### src/rtl/wis_pkg.sv
package wis_pkg;

    function automatic int simd_of(int wave, int slots);
        return wave / slots;
    endfunction

    function automatic int bank_of(int wave, int slots, int banks);
        return (wave % slots) % banks;
    endfunction

endpackage

### src/rtl/wis_rr_pick.sv
module wis_rr_pick #(
    parameter int W   = 16,
    parameter int IDW = 4
) (
    input  logic [W-1:0]   ready,
    input  logic [IDW-1:0] last,
    output logic           found,
    output logic [IDW-1:0] idx
);
    always_comb begin
        found = 1'b0;
        idx   = '0;
        for (int k = 1; k <= W; k++) begin
            if (!found && ready[(int'(last) + k) % W]) begin
                found = 1'b1;
                idx   = IDW'((int'(last) + k) % W);
            end
        end
    end
endmodule

### src/rtl/wis_vrf_arb.sv
module wis_vrf_arb #(
    parameter int P      = 4,
    parameter int N_SIMD = 2,
    parameter int SLOTS  = 8,
    parameter int BANKS  = 2,
    parameter int IDW    = 4
) (
    input  logic [P-1:0]          cand_vld,
    input  logic [P-1:0][IDW-1:0] cand_wave,
    output logic [P-1:0]          drop
);
    import wis_pkg::*;

    logic [P-1:0] alive;
    logic         done;

    always_comb begin
        alive = cand_vld;
        drop  = '0;
        done  = 1'b0;
        for (int m = N_SIMD; m < P; m++) begin
            done = 1'b0;
            if (alive[m]) begin
                for (int i = 0; i < P; i++) begin
                    if (!done && i != m && alive[i]
                        && simd_of(int'(cand_wave[i]), SLOTS) == simd_of(int'(cand_wave[m]), SLOTS)
                        && bank_of(int'(cand_wave[i]), SLOTS, BANKS) == bank_of(int'(cand_wave[m]), SLOTS, BANKS)) begin
                        alive[i] = 1'b0;
                        drop[i]  = 1'b1;
                        done     = 1'b1;
                    end
                end
            end
        end
    end
endmodule

### src/rtl/wave_issue_sched.sv
module wave_issue_sched #(
    parameter int N_SIMD = 2,
    parameter int N_MEM  = 2,
    parameter int SLOTS  = 8,
    parameter int BANKS  = 2,
    localparam int P     = N_SIMD + N_MEM,
    localparam int W     = N_SIMD * SLOTS,
    localparam int IDW   = $clog2(W),
    localparam int SIDW  = (N_SIMD > 1) ? $clog2(N_SIMD) : 1
) (
    input  logic              clk,
    input  logic              rst_n,
    input  logic [P*W-1:0]    rdy_set,
    output logic [P-1:0]      disp_vld,
    output logic [P*IDW-1:0]  disp_wave,
    output logic [P*SIDW-1:0] disp_simd,
    output logic [W-1:0]      wave_blk
);
    typedef struct packed {
        logic [P-1:0][W-1:0]   ready;
        logic [P-1:0][IDW-1:0] last;
        logic [P-1:0]          fill;
        logic [P-1:0][IDW-1:0] wave;
        logic [W-1:0]          blk;
    } state_t;

    state_t st_q, st_d;

    logic [P-1:0]          fnd;
    logic [P-1:0][IDW-1:0] pidx;
    logic [P-1:0]          cand_vld;
    logic [P-1:0][IDW-1:0] cand_wave;
    logic [P-1:0]          drop;
    logic [W-1:0]          set_any;
    logic [P*W-1:0]        ready_flat;
    logic [P*IDW-1:0]      pidx_flat;

    for (genvar p = 0; p < P; p++) begin : g_pipe
        wis_rr_pick #(.W(W), .IDW(IDW)) u_pick (
            .ready (st_q.ready[p]),
            .last  (st_q.last[p]),
            .found (fnd[p]),
            .idx   (pidx[p])
        );
        assign cand_vld[p]  = fnd[p] | st_q.fill[p];
        assign cand_wave[p] = fnd[p] ? pidx[p] : st_q.wave[p];
        assign disp_vld[p]  = st_q.fill[p];
        assign disp_wave[p*IDW +: IDW]   = st_q.wave[p];
        assign disp_simd[p*SIDW +: SIDW] = SIDW'(int'(st_q.wave[p]) / SLOTS);
        assign ready_flat[p*W +: W]      = st_q.ready[p];
        assign pidx_flat[p*IDW +: IDW]   = pidx[p];
    end

    wis_vrf_arb #(
        .P(P), .N_SIMD(N_SIMD), .SLOTS(SLOTS), .BANKS(BANKS), .IDW(IDW)
    ) u_arb (
        .cand_vld  (cand_vld),
        .cand_wave (cand_wave),
        .drop      (drop)
    );

    always_comb begin
        set_any = '0;
        for (int p = 0; p < P; p++) begin
            set_any = set_any | rdy_set[p*W +: W];
        end
    end

    always_comb begin
        st_d     = st_q;
        st_d.blk = st_q.blk & ~set_any;
        for (int p = 0; p < P; p++) begin
            if (fnd[p]) begin
                st_d.ready[p][pidx[p]] = 1'b0;
                st_d.last[p]           = pidx[p];
            end
            if (drop[p]) begin
                st_d.ready[p][cand_wave[p]] = 1'b1;
                st_d.fill[p]                = 1'b0;
                st_d.wave[p]                = '0;
            end else if (fnd[p]) begin
                st_d.fill[p]          = 1'b1;
                st_d.wave[p]          = pidx[p];
                st_d.blk[pidx[p]]     = 1'b1;
            end
            st_d.ready[p] = st_d.ready[p] | rdy_set[p*W +: W];
        end
        for (int p = 0; p < P; p++) begin
            if (drop[p]) begin
                st_d.blk[cand_wave[p]] = 1'b0;
            end
        end
    end

    always_ff @(posedge clk) begin
        if (!rst_n) begin
            st_q.ready <= '0;
            st_q.last  <= {P{IDW'(W-1)}};
            st_q.fill  <= '0;
            st_q.wave  <= '0;
            st_q.blk   <= '0;
        end else begin
            st_q <= st_d;
        end
    end

    assign wave_blk = st_q.blk;
endmodule

### config.mk
export PLATFORM = sky130hd
export DESIGN_NAME = wave_issue_sched
export DESIGN_NICKNAME = d
export VERILOG_FILES = /design/src/rtl/wis_pkg.sv /design/src/rtl/wis_rr_pick.sv /design/src/rtl/wis_vrf_arb.sv /design/src/rtl/wave_issue_sched.sv
export SDC_FILE = /design/constraint.sdc
export NUM_CORES = 1
export LEC_CHECK = 0
export CORE_MARGIN = 4
export CORE_UTILIZATION = 65
export DETAILED_ROUTE_END_ITERATION = 8
export PLACE_DENSITY = 0.86
export SETUP_SLACK_MARGIN = 0.1
export SLEW_MARGIN = 20
export SYNTH_ARGS = -nofsm -noshare
export SYNTH_HDL_FRONTEND = slang
export SYNTH_HIERARCHICAL = 1
export SYNTH_SLANG_ARGS = --single-unit
export TNS_END_PERCENT = 30
### constraint.sdc
create_clock -name clk -period 14.6 [get_ports clk]
set_input_delay 1.46 -clock clk [delete_from_list [all_inputs] [get_ports clk]]
set_output_delay 1.46 -clock clk [all_outputs]
set_load 0.01 [all_outputs]
* Word level (Yosys, flattened, before mapping)
Index checks and enable logic that the tools add are counted.
** Storage, ports and cells
- Register bits after elaboration :: 116
- Bits of input ports :: 66
- Output and inout port bits :: 40
- Word-level logic and storage cells :: 872
** Cells by class
- Add/sub/neg operators :: 64
- Order comparisons :: 80
- Equal/unequal tests :: 12
- Mux-type cells :: 381
- Bitwise gates (word level) :: 102
- Reductions and logical operators :: 216
** Operator list (number)
- $lt 5x6->1 const B :: 64
- $mux 16 :: 20
- $mux 4 :: 68
- $bmux 1 s4 :: 64
- $reduce_or 4->1 :: 64
- $or 16x16->16 :: 15
- $mux 1 :: 218
- $and 16x16->16 :: 9
- $not 16->16 :: 9
- $add 4x4->4 const B :: 32
- $logic_and 1x1->1 :: 84
- $add 4x3->4 const B :: 16
- $and 1x1->1 const A :: 64
- $logic_not 1->1 :: 64
- $lt 4x5->1 const B :: 8
- $add 4x1->4 const B :: 8
- $add 4x2->4 const B :: 8
- $demux 1 s4 :: 8
- $ge 4x1->1 const B :: 8
- $eq 1x1->1 :: 12
- $reduce_or 2->1 :: 4
- $mux 2 :: 2
- $or 1x1->1 :: 4
- $mux 3 :: 1
- $not 1->1 :: 1

* Logic depth before layout (Yosys ltp)
Gate-level depths: netlist (run 1).
- Depth after elaboration :: 101
- Depth in mapped cells :: 26
- Gate-level depth less buffers :: 20

* Hierarchy
The synthesis (run 1) kept the hierarchy.
** Modules (own cells, without submodules)
- wis_rr_pick :: instances 4, cells each 294, area each 2531.2 um2, sequential area each 0.0 um2
- wave_issue_sched :: instances 1, cells each 737, area each 6208.5 um2, sequential area each 2322.2 um2
- wis_vrf_arb :: instances 1, cells each 29, area each 197.7 um2, sequential area each 0.0 um2

* Worst setup path before layout (run 1)
No wires, ideal clock.
- Path kind :: flip-flop to flip-flop
- From :: register, netlist name st_q[37]
- To :: register st_q (netlist bit wave_blk[0])
- Setup time :: 88 ps
- Arrival time :: 5765 ps
- Data required time :: 14512 ps
- Slack :: 8747 ps
- Cell stages (with the launch flop) :: 24
- Path buffers :: 3
- Clock period less this slack :: 5853 ps
- Cells stage by stage :: dfxtp_1 clkbuf_1 inv_1 ha_1 clkbuf_1 mux4_2 mux2i_1 mux2i_1 nor4_4 nand3_4 or4_1 a32oi_1 a31o_1 clkbuf_1 mux2i_4 inv_1 xnor2_1 nand3_2 mux2i_1 o21ai_0 or4b_1 o22ai_1 nor4b_1 nor4_2
** RTL lines
- end signal, assigned :: line wave_issue_sched.sv:103 : st_q <= st_d;
- end, declared :: line wave_issue_sched.sv:27 : state_t st_q, st_d;

==> impl_metrics.json, run 1 <==
{
  "num_vias": 18000,
  "whs_ns": 0.579,
  "die_h_um": 167,
  "stdcell_area_um2": 17800,
  "setup_viol": 0,
  "num_antenna_cells": 0,
  "reg2reg_depth": 17,
  "dp_hpwl_um": 46300,
  "outcome": "completed",
  "area_growth_pct": 7.98,
  "grt_pass1_wl_um": 95900,
  "final_nets": 2041,
  "cts_max_level": 4,
  "dp_cells": 2254,
  "cts_resized": 0,
  "cts-root-buf": "clkbuf_16",
  "fp.coreArea_um2": 25100,
  "routed_wl_um": 62100,
  "hold_depth": 2,
  "die_w_um": 167,
  "slew_headroom_pct": 31.2,
  "fmax_mhz": 124,
  "cts.clk_slew.worst_paths_ns": 0.06,
  "port_buffers": 105,
  "post_drt_wl_per_cell_um": 27.2,
  "yosysWarningCount": 6,
  "fillCellCount": 1998,
  "place.gp.congestion": 1.11,
  "antenna_found_initial": 0,
  "postCtsSetupBuffers": 0,
  "ant_nets": 0,
  "fin_crit_sh_pct": 55.2,
  "synth_cells": 1938,
  "die_area_um2": 28000,
  "grt.overflow.total": 0,
  "clk_latency_ns": 0.43,
  "seq_area_um2": 2330,
  "grt_pass1_vias": 16500,
  "grtUsageTotal_pct": 42.5,
  "critical_path_class": "reg -> reg",
  "end_kind": "flop",
  "clock_sinks": 116,
  "drc_errors": 0,
  "via_per_inst": 7.86,
  "cts_hold_buffers": 0,
  "syn-cell-area_um2": 16500,
  "skew_ns": 0.0160,
  "cts_buffers": 17,
  "syn_nets": 2036,
  "period_needed_ns": 8.06,
  "cts_tree": "yes",
  "grt_max_degree": 64,
  "finalMaxSlewViolations": 0,
  "required_ns": 14.89,
  "avgSynthCellArea_um2": 8.52,
  "ctsLongestPathBuffers": 2,
  "stdcell_count": 2286,
  "setup_tns_ns": 0,
  "worstHoldPathType": "reg -> reg",
  "cp-start-kind": "flop",
  "ioPinCount": 106,
  "drt_iter0_drc": 3317,
  "start_util_pct": 65.8,
  "dpl_cell_area_um2": 17300,
  "worst_slew_pin_slew_ns": 1.02,
  "grt_setup_unrepaired": "no",
  "critPathArrivalTime_ns": 8.35,
  "drive_above_1_share_pct": 14.1,
  "finalHoldViolCount": 0,
  "drtPass1Iterations": 7,
  "crit_fanout": 37,
  "max_cap_viol_count": 0,
  "multiInputGateArea_um2": 13000,
  "fp-row-count": 58
}
-- flip-flops by register name, summed over array words and instances (netlist names) --
signal / count
st_q: 16
ready_flat: 64
disp_vld: 4
disp_wave: 16
wave_blk: 16
-- worst max-delay path, cell delays in order (launching register included) --
cell	delay, ns
dfxtp_2	0.97
inv_1	0.26
ha_1	0.89
mux4_2	0.46
mux2i_1	0.32
mux2i_1	0.28
nor4_4	0.38
nand3_4	0.19
nor3_1	0.40
nand2_1	0.49
o21ai_0	0.96
xor2_1	0.19
nor3_1	0.29
mux2i_1	0.10
o21ai_0	0.70
o21ai_1	0.39
o22ai_1	0.46
nor4_1	0.11
-- cells in the final DEF (no fill, tap or decap), types with 24 or more instances in the layout --
master           count
o22ai_1             66
nor4_1              24
nor2b_1             29
nor2_1             116
mux2i_1            163
o31ai_1             24
nor3_1              70
o21a_1              64
xnor2_1             24
inv_1               52
a31oi_1             24
nand2_1            165
clkdlybuf4s50_1    104
nand2b_1            33
mux4_2             112
a21oi_1             81
dfxtp_1            111
nand3_1             41
ha_1                32
o21ai_0            170
mux2_2              36
-- worst paths after layout --
kind / slack [ns] / endpoint / from
setup / recovery: 6.54 / wave_blk[12] / st_q[48]
setup reg to reg: 6.54 / wave_blk[12] / st_q[48]
hold / removal: 0.58 / disp_wave[14] / disp_wave[14]
hold reg to reg: 0.58 / disp_wave[14] / disp_wave[14]
-- stage by stage --
| step | util (%) | setup slack (ns) |
|---|---|---|
| global route | 71.0 | 6.23 |
| finish | 71.0 | 6.54 |
| floorplan | - | 8.75 |
| detailed placement | 68.8 | 6.93 |
| global placement | 68.7 | 7.06 |
| CTS | 71.0 | 6.92 |
-- per-layer routing --
metal  track usage [%]  wire length (um)  vias up
met3              12.6              9200      317
li1                  -                 -     7524
met1              57.1             22400     8454
met2              63.5             26600     1672
met5                 0                 0        -
met4              19.4              3800        0
-- area by class of cell --
class / instances / area share [%]
timing repair buffer: 126 / 6.76
clock inverter: 14 / 0.730
tap: 330 / 2.32
clock buffer: 18 / 2.41
inverter: 70 / 1.59
multi-input combinational: 1612 / 73.1
sequential: 116 / 13.1
Power of run 1 is left out: the tool's default activity adds up to more than one toggle a clock period on the data nets, which glitch-free logic cannot reach.
==> run 2, diff against run 1 <==
--- a/config.mk
+++ b/config.mk
@@ -6,9 +6,9 @@
 export NUM_CORES = 1
 export LEC_CHECK = 0
 export CORE_MARGIN = 4
-export CORE_UTILIZATION = 65
+export CORE_UTILIZATION = 56
 export DETAILED_ROUTE_END_ITERATION = 8
-export PLACE_DENSITY = 0.86
+export PLACE_DENSITY = 0.79
 export SETUP_SLACK_MARGIN = 0.1
 export SLEW_MARGIN = 20
 export SYNTH_ARGS = -nofsm -noshare
==> constraint.sdc (replaced) <==
create_clock -name clk -period 6.8 [get_ports clk]
set_input_delay 0.68 -clock clk [delete_from_list [all_inputs] [get_ports clk]]
set_output_delay 0.68 -clock clk [all_outputs]
set_load 0.01 [all_outputs]
==> run 2 against run 1 <==
The flow now finishes with violations (DRC). Die area increased by 15%. Worst setup slack got worse by 6.0 ns. Maximum frequency grew 28%. Critical endpoint is now wave_blk[4]. Critical path type unchanged. Count of clock-buffer cells in the layout unchanged. Clock skew decreased by 0.0018 ns. Non-clock buffer count increased by 48.
==> impl_metrics.json, run 2 (synthesis gave the netlist of run 1 again) <==
{
  "outcome": "finished with violations",
  "failed_checks": "DRC",
  "postLayoutCoreUtil_pct": 63.4,
  "cp-start-kind": "flop",
  "fp-row-count": 62,
  "end_kind": "flop",
  "skew_ns": 0.0142,
  "drtPass1Iterations": 9,
  "multiInputGateArea_um2": 13000,
  "cts.clk_slew.worst_paths_ns": 0.06,
  "required_ns": 7.10,
  "grt_pass1_wl_um": 97000,
  "via_per_inst": 7.42,
  "critPathArrivalTime_ns": 6.60,
  "largest_reg_flops": 64,
  "grtUsageTotal_pct": 37.2,
  "crit_fanout": 29,
  "setup_tns_ns": 0,
  "clock_sinks": 116,
  "start_util_pct": 57.1,
  "dp_cells": 2356,
  "seq_area_um2": 2330,
  "postCtsSetupBuffers": 0,
  "layout_common_cells": "170 x o21ai_0, 165 x nand2_1, 163 x mux2i_1",
  "finalHoldViolCount": 0,
  "grt_setup_unrepaired": "no",
  "max_cap_viol_count": 0,
  "setup_viol": 0,
  "final_nets": 2089,
  "critical_path_class": "reg -> reg",
  "die_w_um": 180,
  "cts-root-buf": "clkbuf_16",
  "port_buffers": 105,
  "die_area_um2": 32300,
  "die_h_um": 180,
  "whs_ns": 0.594,
  "num_antenna_cells": 0,
  "worstHoldPathType": "reg -> reg",
  "cts_buffers": 17,
  "ctsLongestPathBuffers": 2,
  "dp_hpwl_um": 49100,
  "ant_nets": 0,
  "num_vias": 17700,
  "place.gp.congestion": 1.07,
  "area_growth_pct": 11.0,
  "post_drt_wl_per_cell_um": 26.7,
  "grt.overflow.total": 0,
  "cts_max_level": 4,
  "clk_latency_ns": 0.42,
  "fin_crit_sh_pct": 92.7,
  "finalMaxSlewViolations": 0,
  "drc_errors": 26,
  "fp.coreArea_um2": 28900,
  "drt_iter0_drc": 2908,
  "worst_slew_pin_slew_ns": 1.14,
  "final_common_cell": "o21ai_0",
  "grt_pass1_vias": 16400,
  "ioPinCount": 106,
  "antenna_found_initial": 0,
  "fillCellCount": 2576,
  "fmax_mhz": 159,
  "stdcell_count": 2388,
  "cts_tree": "yes",
  "drive_above_1_share_pct": 16.1,
  "routed_wl_um": 63800,
  "grt_max_degree": 56,
  "slew_headroom_pct": 23.9,
  "period_needed_ns": 6.30
}
run 2: cell count changes in the layout (fill, tap and decap cells not counted), moves of 2 or more:
cell | previous run | this run
bufinv_16 | 1 | 4
clkinv_4 | 9 | 7
buf_4 | 22 | 70
clkinv_2 | 3 | 1
run 2: final timing paths:
path                 start       endpoint  slack, ns  cells after the start
max               st_q[45]    wave_blk[4]       0.50                     21
min          disp_wave[14]  disp_wave[14]       0.59                      2
max reg2reg       st_q[45]    wave_blk[4]       0.50                     21
min reg2reg  disp_wave[14]  disp_wave[14]       0.59                      2
run 2: layer usage:
metal	share of wire [%]	GRT usage (%)
met5	0.11	1.63
met3	13	9.78
met4	5.6	16.6
met2	43	56.2
met1	38	50.2
run 2: cell type report:
type | count | share of cell area (%)
multi-input combinational | 1612 | 71.1
sequential | 116 | 12.7
timing repair buffer | 174 | 8.54
tap | 384 | 2.62
clock buffer | 18 | 2.40
inverter | 70 | 1.54
clock inverter | 14 | 1.09
run 2: timing repair:
action                     CTS  global route
setup endpoints to repair    0            25
gates resized for setup      0             1
hold buffers                 0             0
run 2: worst max-delay path: stages, from the launching register on:
cell,delay [ns]
dfxtp_1,0.31
buf_4,0.24
ha_1,0.30
xnor2_1,0.62
mux4_2,0.44
mux2i_2,0.14
buf_4,0.21
nor4b_1,0.71
o21ai_0,0.29
o211ai_1,0.16
nand2_1,0.12
o221ai_1,0.38
nand2_1,0.15
o21ai_0,0.29
xnor2_1,0.20
nand3_2,0.15
and2_1,0.19
a311oi_2,0.46
or4bb_1,0.29
nor3_1,0.07
nor4b_1,0.35
nor3_1,0.10
run 2: through the flow:
step	setup slack [ns]	cell area [um2]
floorplan	0.947	16500
global placement	0.594	17700
detailed placement	0.560	17700
CTS	0.506	18300
global route	0.191	18300
finish	0.498	18300
Power of run 2 is left out for the same reason.
